**src/rtl/rmw_pkg.sv**
```systemverilog
package rmw_pkg;

  // Cycles from read request to write presentation.
  localparam int RD_TO_WR = 2;

  typedef enum logic {
    OP_ADD = 1'b0,
    OP_PUT = 1'b1
  } op_kind_e;

  // Own copy is current when the steering bits XOR to the port side.
  function automatic logic own_is_live(input logic own_s, input logic oth_s, input logic side);
    return (own_s ^ oth_s) == side;
  endfunction

endpackage

```
**src/rtl/rmw_rst_sync.sv**
```systemverilog
module rmw_rst_sync #(
  parameter int STAGES = 2
) (
  input  logic clk,
  input  logic rst_n,
  output logic run
);
  logic [STAGES-1:0] sync_q;
  logic [STAGES-1:0] sync_d;

  always_comb begin
    sync_d = {sync_q[STAGES-2:0], 1'b1};
  end

  always_ff @(posedge clk or negedge rst_n) begin
    if (!rst_n) sync_q <= '0;
    else        sync_q <= sync_d;
  end

  assign run = sync_q[STAGES-1];
endmodule

```
**src/rtl/rmw_hist.sv**
```systemverilog
module rmw_hist #(
  parameter int DEPTH  = 2,
  parameter int ADDR_W = 10,
  parameter int WORD_W = 17
) (
  input  logic              clk,
  input  logic              rst_n,
  input  logic              in_vld,
  input  logic [ADDR_W-1:0] in_addr,
  input  logic [WORD_W-1:0] in_word,
  input  logic [ADDR_W-1:0] look_addr,
  output logic              hit,
  output logic [WORD_W-1:0] hit_word,
  output logic              head_vld,
  output logic [ADDR_W-1:0] head_addr,
  output logic [WORD_W-1:0] head_word
);
  logic [DEPTH-1:0] ent_vld;
  logic [ADDR_W-1:0] ent_addr [DEPTH];
  logic [WORD_W-1:0] ent_word [DEPTH];
  logic [DEPTH-1:0] src_vld;
  logic [ADDR_W-1:0] src_addr [DEPTH];
  logic [WORD_W-1:0] src_word [DEPTH];

  // Entry 0 is the write leaving this cycle; entry i is i cycles older.
  for (genvar i = 0; i < DEPTH; i++) begin : g_ent
    if (i == 0) begin : g_head
      assign src_vld[i]  = in_vld;
      assign src_addr[i] = in_addr;
      assign src_word[i] = in_word;
    end else begin : g_tail
      assign src_vld[i]  = ent_vld[i-1];
      assign src_addr[i] = ent_addr[i-1];
      assign src_word[i] = ent_word[i-1];
    end

    always_ff @(posedge clk or negedge rst_n) begin
      if (!rst_n) ent_vld[i] <= 1'b0;
      else        ent_vld[i] <= src_vld[i];
    end

    always_ff @(posedge clk) begin
      if (src_vld[i]) begin
        ent_addr[i] <= src_addr[i];
        ent_word[i] <= src_word[i];
      end
    end
  end

  // Oldest first so that the newest match overrides.
  always_comb begin
    hit      = 1'b0;
    hit_word = '0;
    for (int i = DEPTH - 1; i >= 0; i--) begin
      if (ent_vld[i] && (ent_addr[i] == look_addr)) begin
        hit      = 1'b1;
        hit_word = ent_word[i];
      end
    end
  end

  assign head_vld  = ent_vld[0];
  assign head_addr = ent_addr[0];
  assign head_word = ent_word[0];
endmodule

```
**src/rtl/rmw_merge.sv**
```systemverilog
module rmw_merge
  import rmw_pkg::*;
#(
  parameter int DATA_W = 16,
  parameter bit SIDE   = 1'b0
) (
  input  logic [DATA_W:0]   own_word,
  input  logic [DATA_W:0]   oth_word,
  input  logic              byp_hit,
  input  logic [DATA_W:0]   byp_word,
  input  logic              kind,
  input  logic [DATA_W-1:0] operand,
  output logic [DATA_W:0]   new_word
);
  logic [DATA_W:0]   own_eff;
  logic [DATA_W-1:0] cur_val;
  logic [DATA_W-1:0] nxt_val;
  logic              nxt_steer;

  always_comb begin
    own_eff = byp_hit ? byp_word : own_word;
    if (own_is_live(own_eff[DATA_W], oth_word[DATA_W], SIDE))
      cur_val = own_eff[DATA_W-1:0];
    else
      cur_val = oth_word[DATA_W-1:0];
    if (op_kind_e'(kind) == OP_PUT) nxt_val = operand;
    else                            nxt_val = cur_val + operand;
    nxt_steer = oth_word[DATA_W] ^ SIDE;
    new_word  = {nxt_steer, nxt_val};
  end
endmodule

```
**src/rtl/rmw_front.sv**
```systemverilog
module rmw_front
  import rmw_pkg::*;
#(
  parameter int DATA_W = 16,
  parameter int ADDR_W = 10,
  parameter bit SIDE   = 1'b0
) (
  input  logic              clk,
  input  logic              rst_n,
  input  logic              op_valid,
  input  logic              op_kind,
  input  logic [ADDR_W-1:0] op_addr,
  input  logic [DATA_W-1:0] op_operand,
  output logic              rd_en,
  output logic [ADDR_W-1:0] rd_addr,
  input  logic [DATA_W:0]   rd_own_word,
  input  logic [DATA_W:0]   rd_oth_word,
  output logic              wr_en,
  output logic [ADDR_W-1:0] wr_addr,
  output logic [DATA_W:0]   wr_word
);
  localparam int WORD_W     = DATA_W + 1;
  localparam int HIST_DEPTH = RD_TO_WR;

  logic run;
  logic s1_vld_q, s1_vld_d;
  logic s1_kind_q;
  logic [ADDR_W-1:0] s1_addr_q;
  logic [DATA_W-1:0] s1_opnd_q;
  logic s1_load;
  logic byp_hit;
  logic [WORD_W-1:0] byp_word;
  logic [WORD_W-1:0] new_word;

  rmw_rst_sync #(.STAGES(2)) u_rst_sync (
    .clk   (clk),
    .rst_n (rst_n),
    .run   (run)
  );

  // Stage 0: issue the read (also the dummy read for write-only).
  assign rd_en   = op_valid & run;
  assign rd_addr = op_addr;

  always_comb begin
    s1_load  = rd_en;
    s1_vld_d = rd_en;
  end

  always_ff @(posedge clk or negedge rst_n) begin
    if (!rst_n) s1_vld_q <= 1'b0;
    else        s1_vld_q <= s1_vld_d;
  end

  always_ff @(posedge clk) begin
    if (s1_load) begin
      s1_kind_q <= op_kind;
      s1_addr_q <= op_addr;
      s1_opnd_q <= op_operand;
    end
  end

  // Stage 1: bank data arrives; merge with write history.
  rmw_merge #(.DATA_W(DATA_W), .SIDE(SIDE)) u_merge (
    .own_word (rd_own_word),
    .oth_word (rd_oth_word),
    .byp_hit  (byp_hit),
    .byp_word (byp_word),
    .kind     (s1_kind_q),
    .operand  (s1_opnd_q),
    .new_word (new_word)
  );

  // Stage 2: history head is the write register.
  rmw_hist #(.DEPTH(HIST_DEPTH), .ADDR_W(ADDR_W), .WORD_W(WORD_W)) u_hist (
    .clk       (clk),
    .rst_n     (rst_n),
    .in_vld    (s1_vld_q),
    .in_addr   (s1_addr_q),
    .in_word   (new_word),
    .look_addr (s1_addr_q),
    .hit       (byp_hit),
    .hit_word  (byp_word),
    .head_vld  (wr_en),
    .head_addr (wr_addr),
    .head_word (wr_word)
  );
endmodule

```
**config.mk**
```make
export PLATFORM = sky130hd
export DESIGN_NAME = rmw_front
export DESIGN_NICKNAME = d
export VERILOG_FILES = /design/src/rtl/rmw_pkg.sv /design/src/rtl/rmw_rst_sync.sv /design/src/rtl/rmw_hist.sv /design/src/rtl/rmw_merge.sv /design/src/rtl/rmw_front.sv
export SDC_FILE = /design/constraint.sdc
export NUM_CORES = 1
export LEC_CHECK = 0
export BUFFER_PORTS_ARGS = -buffer_cell sky130_fd_sc_hd__buf_2
export CORE_ASPECT_RATIO = 0.6
export CORE_MARGIN = 5
export CORE_UTILIZATION = 58
export CTS_CLUSTER_SIZE = 14
export DETAILED_ROUTE_END_ITERATION = 16
export GPL_ROUTABILITY_DRIVEN = 0
export PLACE_DENSITY = 0.87
export SLEW_MARGIN = 15
export SYNTH_ARGS = -nofsm -noshare
export SYNTH_HDL_FRONTEND = slang
export SYNTH_SLANG_ARGS = --single-unit
```
**constraint.sdc**
```tcl
create_clock -name clk -period 9.23 [get_ports clk]
set_clock_uncertainty 0.15 [all_clocks]
set_input_delay 0.923 -clock clk [delete_from_list [all_inputs] [get_ports clk]]
set_output_delay 0.923 -clock clk [all_outputs]
set_load 0.02 [all_outputs]
```
==> impl_metrics.xml, run 1 <==
<?xml version="1.0" encoding="UTF-8"?>
<metrics>
  <group name="synthesis">
    <metric name="distinct_cell_type_count_after_synthesis" unit="">41</metric>
    <metric name="yosys.area_share.simple" unit="">0.0869</metric>
    <metric name="syn-cell-area" unit="sq um">4430</metric>
    <metric name="synth.top_cell.area_share" unit="">0.549</metric>
    <metric name="post_synth_fa_ha_maj_area_fraction" unit="">0.0525</metric>
    <metric name="dominant_combinational_cell_family_by_area_after_synthesis" unit="">compound AO/OA/AOI/OAI gates</metric>
    <metric name="post_synth_main_area_contributors" unit="">sky130_fd_sc_hd__edfxtp_1 (55%), sky130_fd_sc_hd__buf_4 (6.3%), sky130_fd_sc_hd__xnor2_1 (5.5%)</metric>
    <metric name="synth.mux.area_fraction" unit="">0.0483</metric>
    <metric name="synth_compound_area_frac" unit="">0.0965</metric>
    <metric name="synthesis.instances" unit="">364</metric>
    <metric name="ys_warn_count" unit="">0</metric>
    <metric name="synth_top_cell_by_area" unit="">sky130_fd_sc_hd__edfxtp_1</metric>
    <metric name="postSynthNetCount" unit="">446</metric>
    <metric name="synth_seq_area_share" unit="">0.577</metric>
    <metric name="ys_seq_elements" unit="">86</metric>
    <metric name="synth_xor_xnor_area_share" unit="">0.0652</metric>
    <metric name="mean_area_per_synthesized_cell" unit="sq um">12.2</metric>
  </group>
  <group name="worst_setup_path">
    <metric name="reg2reg_depth" unit="">17</metric>
    <metric name="setup.worst_path.end_class" unit="">flip-flop</metric>
    <metric name="critical_path_peak_fanout" unit="">31</metric>
    <metric name="rr_startpoint" unit="">s1_addr_q[1]$_DFFE_PP_</metric>
    <metric name="worst_ep_arrival_time" unit="ns">5.41</metric>
    <metric name="setup.reg_to_reg.worst_slack" unit="ns">3.75</metric>
    <metric name="worst_ep_required_time" unit="ns">9.17</metric>
    <metric name="crit_type" unit="">reg -&gt; reg</metric>
    <metric name="r2r_end" unit="">u_hist.ent_word[0][14]$_DFFE_PP_</metric>
    <metric name="cp-start-kind" unit="">flip-flop</metric>
  </group>
  <group name="hold_path">
    <metric name="hold_end" unit="">u_rst_sync.sync_q[1]$_DFF_PN0_</metric>
    <metric name="min_delay_worst_type" unit="">reg -&gt; reg</metric>
    <metric name="holdCritStartpoint" unit="">u_rst_sync.sync_q[0]$_DFF_PN0_</metric>
    <metric name="holdPathStages" unit="">0</metric>
  </group>
  <group name="sta">
    <metric name="hold_viol_final" unit="">0</metric>
    <metric name="grt_setup_unrepaired" unit="">false</metric>
    <metric name="timing.final.ws_setup" unit="ns">3.75</metric>
    <metric name="final-max-slew-violation-count" unit="">0</metric>
    <metric name="relSlewSlack" unit="">0.309</metric>
    <metric name="setup_violations" unit="">0</metric>
    <metric name="finalCriticalPeriod" unit="ns">5.48</metric>
    <metric name="final_tns_setup" unit="ns">0</metric>
    <metric name="max_slew.worst_pin.slew" unit="ns">1.04</metric>
    <metric name="maximum_clock_frequency" unit="GHz">0.183</metric>
    <metric name="period_share" unit="">0.593</metric>
  </group>
  <group name="pwr">
    <metric name="internal_power" unit="W">0.000751</metric>
    <metric name="power.share.switching" unit="">0.247</metric>
    <metric name="proportion_of_power_drawn_by_flip_flops_and_latches" unit="">0.466</metric>
    <metric name="cellLeakagePower" unit="nW">2.03</metric>
    <metric name="share_clk_of_total_power" unit="">0.382</metric>
    <metric name="switchingPower" unit="W">0.000246</metric>
    <metric name="power.density_cell_area" unit="nW/um^2">194</metric>
    <metric name="comb_power_share" unit="">0.153</metric>
    <metric name="ir_worst_vdd" unit="uV">119</metric>
  </group>
  <group name="clock_network">
    <metric name="cts_tree" unit="">yes</metric>
    <metric name="cts_root_buffer" unit="">sky130_fd_sc_hd__clkbuf_16</metric>
    <metric name="post_cts.resized_instances" unit="">0</metric>
    <metric name="clk-insertion-delay-late" unit="ns">0.34</metric>
    <metric name="cts.path.max_buffers" unit="">2</metric>
    <metric name="cts_max_level" unit="">3</metric>
    <metric name="clock_sinks" unit="">86</metric>
    <metric name="clkSlewWorstSetupHoldPaths" unit="ns">0.06</metric>
    <metric name="cts_made_buffers" unit="">9</metric>
    <metric name="postCtsSetupRepairBufs" unit="">0</metric>
    <metric name="hold_buffers" unit="">0</metric>
  </group>
  <group name="placed_design">
    <metric name="preCtsSetupSlack" unit="ns">3.87</metric>
    <metric name="io_buffers" unit="">102</metric>
    <metric name="dpl.hpwl" unit="microns">7100</metric>
  </group>
  <group name="final_layout">
    <metric name="syn_to_final_growth" unit="%">15.7</metric>
    <metric name="final_net_count" unit="">518</metric>
    <metric name="commonest_cells_after_routing_fill_and_taps_aside" unit="">sky130_fd_sc_hd__buf_2 (102), sky130_fd_sc_hd__edfxtp_1 (81), sky130_fd_sc_hd__o21ai_0 (47)</metric>
    <metric name="antenna_cells" unit="">0</metric>
    <metric name="layout_commonest_cell" unit="">sky130_fd_sc_hd__buf_2</metric>
    <metric name="final_layout_size_suffix_gt1_frac" unit="">0.290</metric>
  </group>
  <group name="die">
    <metric name="core_region_area" unit="sq um">7360</metric>
    <metric name="placementRows" unit="">24</metric>
    <metric name="die-height" unit="microns">77.7</metric>
    <metric name="boundaryPins" unit="">103</metric>
    <metric name="initial_utilization" unit="">0.603</metric>
    <metric name="chipWidth" unit="microns">123</metric>
    <metric name="design.die.area" unit="sq um">9550</metric>
  </group>
  <group name="grt">
    <metric name="pin_count_of_the_biggest_net_entering_global_routing" unit="">35</metric>
    <metric name="grt_pass1_wl" unit="microns">15800</metric>
    <metric name="grt_usage" unit="">0.219</metric>
    <metric name="grt_antenna_before_repair" unit="">0</metric>
    <metric name="number_of_global_route_vias_before_repair" unit="">3040</metric>
    <metric name="globalRouteOverflowTotal" unit="">0</metric>
  </group>
  <group name="drt">
    <metric name="wl" unit="microns">10100</metric>
    <metric name="wl_met3" unit="microns">903</metric>
    <metric name="routed_vias_inst" unit="">5.53</metric>
    <metric name="top_layer_used" unit="">met4</metric>
    <metric name="antenna_violating_nets_post_route" unit="">0</metric>
    <metric name="num_vias" unit="">3016</metric>
    <metric name="wl_met1" unit="microns">4540</metric>
    <metric name="drt_pre_antenna_iters" unit="">5</metric>
    <metric name="drt_first_iter_violations" unit="">232</metric>
    <metric name="detail_route.drc_violations" unit="">0</metric>
    <metric name="met2_layer_wire_length_in_the_routed_design" unit="microns">4590</metric>
    <metric name="wl_per_cell" unit="microns">18.5</metric>
  </group>
  <group name="flow_run">
    <metric name="number_of_maximum_capacitance_constraint_violations" unit="">0</metric>
  </group>
  <group name="outcome">
    <metric name="status" unit="">finished, final reports clean</metric>
  </group>
</metrics>
## cell families after synthesis
group                      count (synthesis)
AOI/OAI and AO/OA                         76
xor gates and xnor gates                  33
adders and majority gates                 18
buffers and inverters                     49
DFF                                       86
muxes                                     21
other                                      1
and+or+nand+nor                           80
## flip-flops by register name, summed over array words and instances (netlist names)
signal / cells
u_rst_sync.sync_q: 2
s1_addr_q: 10
u_hist.ent_addr: 20
u_hist.ent_word: 34
s1_opnd_q: 16
s1_kind_q: 1
u_hist.ent_vld: 1
u_hist.head_vld: 1
s1_vld_q: 1
## power groups by stage
stage | clock network [W] | logic (W) | registers (W)
after CTS | 0.000386 | 0.000150 | 0.000464
after floorplan | 0 | 0.000108 | 0.000471
final | 0.000380 | 0.000152 | 0.000464
after detailed placement | 0 | 0.000148 | 0.000472
after global routing | 0.000405 | 0.000166 | 0.000466
after global placement | 0 | 0.000143 | 0.000471
## worst max path at each step
stage                                          from                                to  depth (start not counted)
after floorplan           u_hist.head_vld$_DFF_PN0_  u_hist.ent_word[0][14]$_DFFE_PP_                         16
after global placement       s1_addr_q[1]$_DFFE_PP_  u_hist.ent_word[0][14]$_DFFE_PP_                         17
after detailed placement     s1_addr_q[1]$_DFFE_PP_  u_hist.ent_word[0][14]$_DFFE_PP_                         17
after CTS                    s1_addr_q[1]$_DFFE_PP_  u_hist.ent_word[0][14]$_DFFE_PP_                         17
after global routing         s1_addr_q[1]$_DFFE_PP_  u_hist.ent_word[0][14]$_DFFE_PP_                         17
final                        s1_addr_q[1]$_DFFE_PP_  u_hist.ent_word[0][14]$_DFFE_PP_                         17
## layer usage
metal | GRT usage | up-vias
li1 | - | 1447
met1 | 0.315 | 1418
met2 | 0.328 | 141
met3 | 0.0618 | 10
met4 | 0.0603 | 0
met5 | 0 | -
## synthesized netlist by cell type
cell type,instances
sky130_fd_sc_hd__edfxtp_1,81
sky130_fd_sc_hd__o21ai_0,47
sky130_fd_sc_hd__nand2_1,46
sky130_fd_sc_hd__buf_4,37
sky130_fd_sc_hd__xnor2_1,28
sky130_fd_sc_hd__mux2i_1,18
sky130_fd_sc_hd__ha_1,17
sky130_fd_sc_hd__a21oi_1,11
sky130_fd_sc_hd__clkbuf_1,8
sky130_fd_sc_hd__nand4_1,7
sky130_fd_sc_hd__a21o_1,5
sky130_fd_sc_hd__dfrtp_1,5
sky130_fd_sc_hd__xor2_1,5
sky130_fd_sc_hd__nand3_1,4
sky130_fd_sc_hd__nor2_1,4
sky130_fd_sc_hd__nor3b_1,4
sky130_fd_sc_hd__or3_1,4
sky130_fd_sc_hd__mux2_2,3
sky130_fd_sc_hd__nor4_1,3
sky130_fd_sc_hd__a211oi_1,2
sky130_fd_sc_hd__a31oi_1,2
sky130_fd_sc_hd__inv_1,2
sky130_fd_sc_hd__o31ai_1,2
sky130_fd_sc_hd__or4_1,2
sky130_fd_sc_hd__a2111oi_0,1
sky130_fd_sc_hd__a211o_1,1
sky130_fd_sc_hd__a31o_2,1
sky130_fd_sc_hd__a41oi_1,1
sky130_fd_sc_hd__and2_1,1
sky130_fd_sc_hd__buf_1,1
sky130_fd_sc_hd__buf_2,1
sky130_fd_sc_hd__conb_1,1
sky130_fd_sc_hd__fa_1,1
sky130_fd_sc_hd__nand2b_1,1
sky130_fd_sc_hd__nand3b_1,1
sky130_fd_sc_hd__nor2b_1,1
sky130_fd_sc_hd__nor3_2,1
sky130_fd_sc_hd__nor4b_1,1
sky130_fd_sc_hd__o211ai_1,1
sky130_fd_sc_hd__o21a_1,1
sky130_fd_sc_hd__o21bai_1,1
## area by class of cell
type | instances | area (sq um)
inverter | 2 | 7.51
multi-input combinational | 229 | 1570
clock inverter | 6 | 86.3
timing repair buffer | 108 | 556
fill | 517 | 2220
sequential | 86 | 2560
tap | 104 | 130
clock buffer | 10 | 229
## worst max-delay path: stages, from the launching register on
cell and delay (ns):
sky130_fd_sc_hd__edfxtp_1 0.44, sky130_fd_sc_hd__xnor2_1 0.23, sky130_fd_sc_hd__nand4_1 0.26, sky130_fd_sc_hd__or4_1 0.58, sky130_fd_sc_hd__a31oi_1 0.29, sky130_fd_sc_hd__xor2_2 0.15, sky130_fd_sc_hd__buf_4 0.30, sky130_fd_sc_hd__o21ai_0 0.15
sky130_fd_sc_hd__ha_1 0.24, sky130_fd_sc_hd__fa_1 0.41, sky130_fd_sc_hd__a21o_1 0.17, sky130_fd_sc_hd__a21oi_1 0.20, sky130_fd_sc_hd__o21ai_0 0.18, sky130_fd_sc_hd__a31o_2 0.31, sky130_fd_sc_hd__a211o_1 0.31, sky130_fd_sc_hd__a2111oi_0 0.52
sky130_fd_sc_hd__nor4_1 0.11, sky130_fd_sc_hd__nand3b_1 0.20
## through the flow
step | cells | power (W) | hold slack [ns] | area [sq um] | util
after floorplan | 364 | 0.000579 | 0.181 | 4430 | -
after global placement | 529 | 0.000613 | 0.182 | 4820 | 0.655
after detailed placement | 529 | 0.000620 | 0.187 | 4820 | 0.655
after CTS | 545 | 0.00100 | 0.200 | 5130 | 0.698
after global routing | 545 | 0.00104 | 0.206 | 5130 | 0.698
final | 545 | 0.000997 | 0.197 | 5130 | 0.698
(Power assumes the default switching activity.)
==> run 2, diff against run 1 <==
--- a/config.mk
+++ b/config.mk
@@ -8,11 +8,11 @@
 export BUFFER_PORTS_ARGS = -buffer_cell sky130_fd_sc_hd__buf_2
 export CORE_ASPECT_RATIO = 0.6
 export CORE_MARGIN = 5
-export CORE_UTILIZATION = 58
+export CORE_UTILIZATION = 54
 export CTS_CLUSTER_SIZE = 14
 export DETAILED_ROUTE_END_ITERATION = 16
 export GPL_ROUTABILITY_DRIVEN = 0
-export PLACE_DENSITY = 0.87
+export PLACE_DENSITY = 0.82
 export SLEW_MARGIN = 15
 export SYNTH_ARGS = -nofsm -noshare
 export SYNTH_HDL_FRONTEND = slang
==> constraint.sdc (replaced) <==
create_clock -name clk -period 5.4 [get_ports clk]
set_clock_uncertainty 0.15 [all_clocks]
set_input_delay 0.54 -clock clk [delete_from_list [all_inputs] [get_ports clk]]
set_output_delay 0.54 -clock clk [all_outputs]
set_load 0.02 [all_outputs]
==> run 2 against run 1 <==
Effect of this change:
- largest power group unchanged
- critical path depth is 1 lower
- sequential share of layout area decreased by 0.94 points
- worst setup slack worse by 3.5 ns
- critical path type unchanged
- global-route usage shrank 1.3 points
- combinational power increased by 71%
- die area up 6.6%
==> impl_metrics.xml, run 2 (synthesized netlist as in run 1, its figures left out) <==
<?xml version="1.0" encoding="UTF-8"?>
<metrics>
  <group name="outcome">
    <metric name="status" unit="">finished, final reports clean</metric>
  </group>
  <group name="sta">
    <metric name="final_tns_setup" unit="ns">0</metric>
    <metric name="setup_violations" unit="">0</metric>
    <metric name="finalCriticalPeriod" unit="ns">5.11</metric>
    <metric name="period_share" unit="">0.946</metric>
    <metric name="final-max-slew-violation-count" unit="">0</metric>
    <metric name="timing.final.ws_setup" unit="ns">0.293</metric>
    <metric name="relSlewSlack" unit="">0.306</metric>
    <metric name="max_slew.worst_pin.slew" unit="ns">1.04</metric>
    <metric name="maximum_clock_frequency" unit="GHz">0.196</metric>
    <metric name="hold_viol_final" unit="">0</metric>
    <metric name="grt_setup_unrepaired" unit="">false</metric>
  </group>
  <group name="placed_design">
    <metric name="dpl.hpwl" unit="microns">7590</metric>
    <metric name="preCtsSetupSlack" unit="ns">0.204</metric>
    <metric name="io_buffers" unit="">102</metric>
  </group>
  <group name="final_layout">
    <metric name="final_net_count" unit="">522</metric>
    <metric name="largest_reg_flops" unit="">34</metric>
    <metric name="antenna_cells" unit="">0</metric>
    <metric name="largest_register" unit="">u_hist.ent_word</metric>
    <metric name="syn_to_final_growth" unit="%">18.0</metric>
    <metric name="layout_commonest_cell" unit="">sky130_fd_sc_hd__buf_2</metric>
    <metric name="commonest_cells_after_routing_fill_and_taps_aside" unit="">sky130_fd_sc_hd__buf_2 (102), sky130_fd_sc_hd__edfxtp_1 (81), sky130_fd_sc_hd__o21ai_0 (47)</metric>
    <metric name="final_layout_size_suffix_gt1_frac" unit="">0.301</metric>
    <metric name="nFillCells" unit="">599</metric>
    <metric name="biggestRegsByFlops" unit="">u_hist.ent_word x34, u_hist.ent_addr x20, s1_opnd_q x16</metric>
  </group>
  <group name="grt">
    <metric name="grt_antenna_before_repair" unit="">0</metric>
    <metric name="globalRouteOverflowTotal" unit="">0</metric>
    <metric name="pin_count_of_the_biggest_net_entering_global_routing" unit="">35</metric>
    <metric name="grt_usage" unit="">0.206</metric>
    <metric name="number_of_global_route_vias_before_repair" unit="">2843</metric>
    <metric name="grt_pass1_wl" unit="microns">15600</metric>
  </group>
  <group name="clock_network">
    <metric name="cts_max_level" unit="">3</metric>
    <metric name="cts_tree" unit="">yes</metric>
    <metric name="cts_made_buffers" unit="">9</metric>
    <metric name="clk-insertion-delay-late" unit="ns">0.34</metric>
    <metric name="clkSlewWorstSetupHoldPaths" unit="ns">0.06</metric>
    <metric name="cts_root_buffer" unit="">sky130_fd_sc_hd__clkbuf_16</metric>
    <metric name="cts.path.max_buffers" unit="">2</metric>
    <metric name="clock_sinks" unit="">86</metric>
  </group>
  <group name="die">
    <metric name="design.die.area" unit="sq um">10200</metric>
    <metric name="boundaryPins" unit="">103</metric>
    <metric name="initial_utilization" unit="">0.558</metric>
    <metric name="die-height" unit="microns">80.2</metric>
    <metric name="chipWidth" unit="microns">127</metric>
    <metric name="core_region_area" unit="sq um">7950</metric>
    <metric name="placementRows" unit="">25</metric>
  </group>
  <group name="worst_setup_path">
    <metric name="worst_ep_arrival_time" unit="ns">5.03</metric>
    <metric name="crit_type" unit="">reg -&gt; reg</metric>
    <metric name="rr_startpoint" unit="">s1_addr_q[8]$_DFFE_PP_</metric>
    <metric name="cp-start-kind" unit="">flip-flop</metric>
    <metric name="worst_ep_required_time" unit="ns">5.32</metric>
    <metric name="setup.worst_path.end_class" unit="">flip-flop</metric>
    <metric name="critical_path_peak_fanout" unit="">5</metric>
    <metric name="timing.critical_path.from" unit="">s1_addr_q[8]$_DFFE_PP_</metric>
  </group>
  <group name="pwr">
    <metric name="ir_worst_vdd" unit="uV">209</metric>
    <metric name="power.density_cell_area" unit="nW/um^2">346</metric>
    <metric name="cellLeakagePower" unit="nW">2.08</metric>
  </group>
  <group name="drt">
    <metric name="drt_pre_antenna_iters" unit="">5</metric>
    <metric name="routed_vias_inst" unit="">5.50</metric>
    <metric name="antenna_violating_nets_post_route" unit="">0</metric>
    <metric name="drt_first_iter_violations" unit="">282</metric>
    <metric name="wl_per_cell" unit="microns">18.6</metric>
    <metric name="detail_route.drc_violations" unit="">0</metric>
    <metric name="num_vias" unit="">3041</metric>
    <metric name="wl" unit="microns">10300</metric>
  </group>
  <group name="hold_path">
    <metric name="holdCritStartpoint" unit="">u_rst_sync.sync_q[0]$_DFF_PN0_</metric>
    <metric name="min_delay_worst_type" unit="">reg -&gt; reg</metric>
  </group>
  <group name="flow_run">
    <metric name="number_of_maximum_capacitance_constraint_violations" unit="">0</metric>
  </group>
</metrics>
## run 2: changes by cell type in the layout (fill, tap and decap cells not counted)
cell	change
sky130_fd_sc_hd__clkinv_1	-1
sky130_fd_sc_hd__xnor2_1	-1
sky130_fd_sc_hd__buf_4	+3
sky130_fd_sc_hd__bufinv_16	+2
sky130_fd_sc_hd__xnor2_2	+1
sky130_fd_sc_hd__a2111oi_0	-1
sky130_fd_sc_hd__dlygate4sd3_1	+1
sky130_fd_sc_hd__clkinv_4	-1
sky130_fd_sc_hd__a2111oi_2	+1
## run 2: layout make-up
type,count,area [sq um],share of cell area
Clock buffer,10,229,0.0438
Clock inverter,6,134,0.0256
Inverter,2,7.51,0.00144
Multi-Input combinational cell,229,1580,0.302
Sequential cell,86,2560,0.489
Tap cell,108,135,0.0258
Timing Repair Buffer,112,588,0.112
## run 2: repair_timing
| action | 4_1_cts | 5_1_grt |
|---|---|---|
| hold buffers | 1 | 0 |
| gates resized for setup | 0 | 3 |
| setup endpoints to repair | 0 | 1 |
| setup buffers | 0 | 1 |
| endpoints found under the hold margin | 5 | 0 |
## run 2: final timing paths
kind / end / slack (ns) / cells past startpoint
max: u_hist.ent_word[0][14]$_DFFE_PP_ / 0.29 / 16
min: u_rst_sync.sync_q[1]$_DFF_PN0_ / 0.21 / 0
max reg2reg: u_hist.ent_word[0][14]$_DFFE_PP_ / 0.29 / 16
min reg2reg: u_rst_sync.sync_q[1]$_DFF_PN0_ / 0.21 / 0
max in group asynchronous: u_rst_sync.sync_q[1]$_DFF_PN0_ / 4.57 / 2
min in group asynchronous: s1_vld_q$_DFF_PN0_ / 0.39 / 2
## run 2: where the power goes
group          total, W  leakage, nW  internal [W]  switching (W)
combinational  0.000260         1.08      0.000110       0.000150
clock          0.000753        0.177      0.000499       0.000254
sequential     0.000797        0.824      0.000771      0.0000255
## run 2: layer usage
layer	vias up	global-route usage	part of all wire
li1	1448	-	-
met1	1406	0.302	0.45
met2	167	0.294	0.43
met3	20	0.0558	0.11
met4	0	0.0696	0.017
met5	-	0	0
## run 2: worst max-delay path, stage by stage, from the launching register on
cell and delay (ns):
sky130_fd_sc_hd__edfxtp_1 0.49, sky130_fd_sc_hd__xnor2_2 0.24, sky130_fd_sc_hd__nand4_1 0.22, sky130_fd_sc_hd__or4_1 0.45
sky130_fd_sc_hd__a31oi_1 0.28, sky130_fd_sc_hd__xor2_2 0.29, sky130_fd_sc_hd__o21ai_0 0.18, sky130_fd_sc_hd__ha_1 0.25
sky130_fd_sc_hd__fa_1 0.41, sky130_fd_sc_hd__a21o_1 0.18, sky130_fd_sc_hd__a21oi_1 0.21, sky130_fd_sc_hd__o21ai_0 0.18
sky130_fd_sc_hd__a31o_2 0.30, sky130_fd_sc_hd__a211o_1 0.32, sky130_fd_sc_hd__a2111oi_2 0.36, sky130_fd_sc_hd__nor4_1 0.10
sky130_fd_sc_hd__nand3b_1 0.23
## run 2: through the flow
step	cells	utilization	cell area, sq um	hold slack [ns]	total power [W]
after global routing	553	0.658	5230	0.215	0.00188
after floorplan	364	-	4430	0.0944	0.000990
final	553	0.658	5230	0.212	0.00181
after CTS	552	0.656	5210	0.213	0.00181
after detailed placement	535	0.609	4840	0.190	0.00106
after global placement	535	0.609	4840	0.186	0.00105
==> run 3, diff against run 2 <==
--- a/config.mk
+++ b/config.mk
@@ -5,14 +5,16 @@
 export SDC_FILE = /design/constraint.sdc
 export NUM_CORES = 1
 export LEC_CHECK = 0
+export ABC_AREA = 1
 export BUFFER_PORTS_ARGS = -buffer_cell sky130_fd_sc_hd__buf_2
 export CORE_ASPECT_RATIO = 0.6
 export CORE_MARGIN = 5
-export CORE_UTILIZATION = 54
+export CORE_UTILIZATION = 55
 export CTS_CLUSTER_SIZE = 14
 export DETAILED_ROUTE_END_ITERATION = 16
 export GPL_ROUTABILITY_DRIVEN = 0
-export PLACE_DENSITY = 0.82
+export PLACE_DENSITY = 0.83
+export REMOVE_ABC_BUFFERS = 1
 export SLEW_MARGIN = 15
 export SYNTH_ARGS = -nofsm -noshare
 export SYNTH_HDL_FRONTEND = slang
==> run 3 against run 2 <==
Effect of this change:
- first-iteration DRC count up 47%
- die area up 4.3%
- largest power group unchanged
- area after synthesis up 6.7%
==> impl_metrics.xml, run 3 <==
<?xml version="1.0" encoding="UTF-8"?>
<metrics>
  <group name="synthesis">
    <metric name="post_synth_main_area_contributors" unit="">sky130_fd_sc_hd__edfxtp_1 (51%), sky130_fd_sc_hd__nand2_1 (12%), sky130_fd_sc_hd__buf_4 (6.3%)</metric>
    <metric name="ys_async_sr_fraction" unit="">0.0581</metric>
    <metric name="mean_area_per_synthesized_cell" unit="sq um">9.54</metric>
    <metric name="synthesis.instances" unit="">496</metric>
    <metric name="ys_seq_elements" unit="">86</metric>
    <metric name="yosys.cell_count.top_type" unit="">sky130_fd_sc_hd__nand2_1</metric>
    <metric name="syn-cell-area" unit="sq um">4730</metric>
    <metric name="distinct_cell_type_count_after_synthesis" unit="">37</metric>
    <metric name="synth_seq_area_share" unit="">0.540</metric>
    <metric name="ys_warn_count" unit="">0</metric>
    <metric name="post_synth_most_frequent_cells" unit="">sky130_fd_sc_hd__nand2_1 (148), sky130_fd_sc_hd__edfxtp_1 (81), sky130_fd_sc_hd__inv_1 (41), sky130_fd_sc_hd__buf_4 (40), sky130_fd_sc_hd__nand3_1 (29)</metric>
    <metric name="synth.top_cell.area_share" unit="">0.514</metric>
    <metric name="synth_top_cell_by_area" unit="">sky130_fd_sc_hd__edfxtp_1</metric>
    <metric name="synth-edff-count" unit="">81</metric>
    <metric name="synth_ff_type" unit="">sky130_fd_sc_hd__edfxtp_1</metric>
  </group>
  <group name="hold_path">
    <metric name="holdPathStages" unit="">0</metric>
    <metric name="min_delay_worst_type" unit="">reg -&gt; reg</metric>
    <metric name="holdCritStartpoint" unit="">u_rst_sync.sync_q[0]$_DFF_PN0_</metric>
    <metric name="hold_end" unit="">u_rst_sync.sync_q[1]$_DFF_PN0_</metric>
  </group>
  <group name="final_layout">
    <metric name="antenna_cells" unit="">0</metric>
    <metric name="commonest_cells_after_routing_fill_and_taps_aside" unit="">sky130_fd_sc_hd__nand2_1 (148), sky130_fd_sc_hd__buf_2 (102), sky130_fd_sc_hd__edfxtp_1 (81)</metric>
    <metric name="nFillCells" unit="">717</metric>
    <metric name="finalInstanceArea" unit="sq um">5370</metric>
    <metric name="syn_to_final_growth" unit="%">13.4</metric>
    <metric name="largest_reg_flops" unit="">34</metric>
    <metric name="multiInputGateArea" unit="sq um">1650</metric>
    <metric name="layout_commonest_cell" unit="">sky130_fd_sc_hd__nand2_1</metric>
    <metric name="largest_register" unit="">u_hist.ent_word</metric>
    <metric name="biggestRegsByFlops" unit="">u_hist.ent_word x34, u_hist.ent_addr x20, s1_opnd_q x16</metric>
    <metric name="layout.area.seq" unit="sq um">2560</metric>
    <metric name="final_layout_size_suffix_gt1_frac" unit="">0.255</metric>
    <metric name="final_net_count" unit="">647</metric>
    <metric name="fin_util" unit="">0.634</metric>
  </group>
  <group name="pwr">
    <metric name="totalPowerFinal" unit="W">0.00168</metric>
    <metric name="ir_worst_vdd" unit="uV">196</metric>
    <metric name="power.density_cell_area" unit="nW/um^2">312</metric>
    <metric name="cellLeakagePower" unit="nW">2.43</metric>
  </group>
  <group name="worst_setup_path">
    <metric name="crit_path_max_incr_delay" unit="ns">0.44</metric>
    <metric name="cp-start-kind" unit="">flip-flop</metric>
    <metric name="setup.worst_path.end_class" unit="">flip-flop</metric>
    <metric name="r2r_end" unit="">u_hist.ent_word[0][10]$_DFFE_PP_</metric>
    <metric name="reg2reg_depth" unit="">23</metric>
    <metric name="critical_path_peak_fanout" unit="">30</metric>
    <metric name="setup.reg_to_reg.worst_slack" unit="ns">0.98</metric>
    <metric name="worst_ep_required_time" unit="ns">5.35</metric>
    <metric name="crit_type" unit="">reg -&gt; reg</metric>
    <metric name="cp_cell_sequence" unit="">a21boi_0 &gt; nand3_1 &gt; nor2_1 &gt; nand2_2 &gt; nand2_2 &gt; nand3_4 &gt; nand2_4 &gt; nand2_4 &gt; nand2_4 &gt; o21ai_1 &gt; ha_1 &gt; fa_1 &gt; a21oi_1 &gt; nor2_1 &gt; nor2_1 &gt; o21ai_2 &gt; inv_1 &gt; o21ai_1 &gt; nand2_1 &gt; nand2_1 &gt; or2_2 &gt; nand3_1 &gt; nand2_1</metric>
    <metric name="worst_path_max_delay_cell" unit="">sky130_fd_sc_hd__edfxtp_1</metric>
    <metric name="worst_ep_arrival_time" unit="ns">4.37</metric>
    <metric name="rr_startpoint" unit="">s1_addr_q[9]$_DFFE_PP_</metric>
  </group>
  <group name="sta">
    <metric name="hold_viol_final" unit="">0</metric>
    <metric name="relSlewSlack" unit="">0.515</metric>
    <metric name="period_share" unit="">0.818</metric>
    <metric name="grt_setup_unrepaired" unit="">false</metric>
    <metric name="final_tns_setup" unit="ns">0</metric>
    <metric name="setup_violations" unit="">0</metric>
    <metric name="final-max-slew-violation-count" unit="">0</metric>
    <metric name="max_slew.worst_pin.slew" unit="ns">0.728</metric>
    <metric name="finalCriticalPeriod" unit="ns">4.42</metric>
    <metric name="maximum_clock_frequency" unit="GHz">0.226</metric>
    <metric name="final.hold.worst_slack" unit="ns">0.203</metric>
  </group>
  <group name="clock_network">
    <metric name="clock_sinks" unit="">86</metric>
    <metric name="cts_max_level" unit="">3</metric>
    <metric name="postCtsSetupRepairBufs" unit="">0</metric>
    <metric name="cts_tree" unit="">yes</metric>
    <metric name="clkSlewWorstSetupHoldPaths" unit="ns">0.06</metric>
    <metric name="cts_root_buffer" unit="">sky130_fd_sc_hd__clkbuf_16</metric>
    <metric name="clk-insertion-delay-late" unit="ns">0.35</metric>
    <metric name="cts_made_buffers" unit="">9</metric>
    <metric name="cts.path.max_buffers" unit="">2</metric>
  </group>
  <group name="die">
    <metric name="initial_utilization" unit="">0.559</metric>
    <metric name="placementRows" unit="">26</metric>
    <metric name="chipWidth" unit="microns">130</metric>
    <metric name="core_region_area" unit="sq um">8460</metric>
    <metric name="die-height" unit="microns">81.9</metric>
    <metric name="boundaryPins" unit="">103</metric>
    <metric name="design.die.area" unit="sq um">10600</metric>
  </group>
  <group name="outcome">
    <metric name="status" unit="">finished, final reports clean</metric>
  </group>
  <group name="placed_design">
    <metric name="place_area" unit="sq um">5050</metric>
    <metric name="dpl.hpwl" unit="microns">7990</metric>
    <metric name="io_buffers" unit="">102</metric>
  </group>
  <group name="drt">
    <metric name="antenna_violating_nets_post_route" unit="">0</metric>
    <metric name="routed_vias_inst" unit="">5.46</metric>
    <metric name="drt_first_iter_violations" unit="">415</metric>
    <metric name="drt_pre_antenna_iters" unit="">7</metric>
    <metric name="detail_route.drc_violations" unit="">0</metric>
    <metric name="wl" unit="microns">11600</metric>
    <metric name="wl_per_cell" unit="microns">17.0</metric>
    <metric name="num_vias" unit="">3715</metric>
  </group>
  <group name="grt">
    <metric name="pin_count_of_the_biggest_net_entering_global_routing" unit="">32</metric>
    <metric name="grt_pass1_wl" unit="microns">17900</metric>
    <metric name="grt_usage" unit="">0.223</metric>
    <metric name="globalRouteOverflowTotal" unit="">0</metric>
    <metric name="grt_antenna_before_repair" unit="">0</metric>
    <metric name="number_of_global_route_vias_before_repair" unit="">3583</metric>
  </group>
  <group name="flow_run">
    <metric name="number_of_maximum_capacitance_constraint_violations" unit="">0</metric>
  </group>
</metrics>
-- run 3: changes by cell type in the layout (fill, tap and decap cells not counted), moves of 5 or more --
cell and delta:
sky130_fd_sc_hd__nand2_1 +102, sky130_fd_sc_hd__inv_1 +39, sky130_fd_sc_hd__nand3_1 +25, sky130_fd_sc_hd__o21ai_0 -24, sky130_fd_sc_hd__xnor2_1 -21, sky130_fd_sc_hd__o21ai_1 +20
sky130_fd_sc_hd__mux2i_1 -18, sky130_fd_sc_hd__nor2_1 +16, sky130_fd_sc_hd__or2_2 +6, sky130_fd_sc_hd__buf_4 -5, sky130_fd_sc_hd__nand4_1 -5
-- run 3: final cells by class --
cell class / count / area share
clock inverter: 6 / 0.0145
tap: 112 / 0.0261
sequential: 86 / 0.477
inverter: 45 / 0.0317
multi-input combinational: 316 / 0.307
clock buffer: 9 / 0.0420
timing repair buffer: 107 / 0.103
-- run 3: layer usage --
layer	vias up	global-route usage	wire (microns)
met5	-	0	0
met4	0	0.0768	203
met3	24	0.0741	1240
met1	1737	0.292	4900
li1	1755	-	-
met2	199	0.351	5250
-- run 3: logic make-up (layout without fill, tap and decap cells) --
family | after synthesis | after routing | share of synthesized area
simple gates | 224 | 224 | 0.210
buf+inv | 94 | 167 | 0.112
flops | 86 | 86 | 0.540
compound gates | 67 | 67 | 0.0769
fa+ha+maj | 18 | 18 | 0.0492
xor+xnor | 6 | 6 | 0.0111
other cells | 1 | 1 | 0.000792
-- run 3: how the worst max path moves through the flow --
stage,from,end,depth (start not counted)
floorplan,u_hist.head_vld$_DFF_PN0_,u_hist.ent_word[0][10]$_DFFE_PP_,23
global placement,u_hist.ent_addr[0][7]$_DFFE_PP_,u_hist.ent_word[0][10]$_DFFE_PP_,24
detailed placement,s1_addr_q[9]$_DFFE_PP_,u_hist.ent_word[0][10]$_DFFE_PP_,23
CTS,s1_addr_q[9]$_DFFE_PP_,u_hist.ent_word[0][10]$_DFFE_PP_,23
global route,s1_addr_q[8]$_DFFE_PP_,u_hist.ent_word[0][12]$_DFFE_PP_,28
finish,s1_addr_q[9]$_DFFE_PP_,u_hist.ent_word[0][10]$_DFFE_PP_,23
-- run 3: per-stage QoR --
stage / std cells / setup WS (ns)
after floorplan: 447 / 0.751
final: 681 / 0.982
after CTS: 681 / 1.05
after global placement: 665 / 1.26
after detailed placement: 665 / 1.07
after global routing: 681 / 0.601
-- run 3: timing repair --
action / CTS / global route
hold buffers: 1 / 0
resized for setup: 0 / 0
hold endpoints to repair: 5 / 0
-- run 3: worst max-delay path, delay by kind of cell, from the launching register on --
family	cells	cell delay, ns
and+or+nand+nor	15	2.20
AOI/OAI and AO/OA	5	0.65
adders and majority gates	2	0.63
DFF	1	0.44
buffers and inverters	1	0.07
-- run 3: power breakdown --
part | internal [W] | leakage (nW) | switching [W]
logic | 0.0000895 | 1.45 | 0.000148
registers | 0.000768 | 0.824 | 0.0000234
clock network | 0.000398 | 0.150 | 0.000250
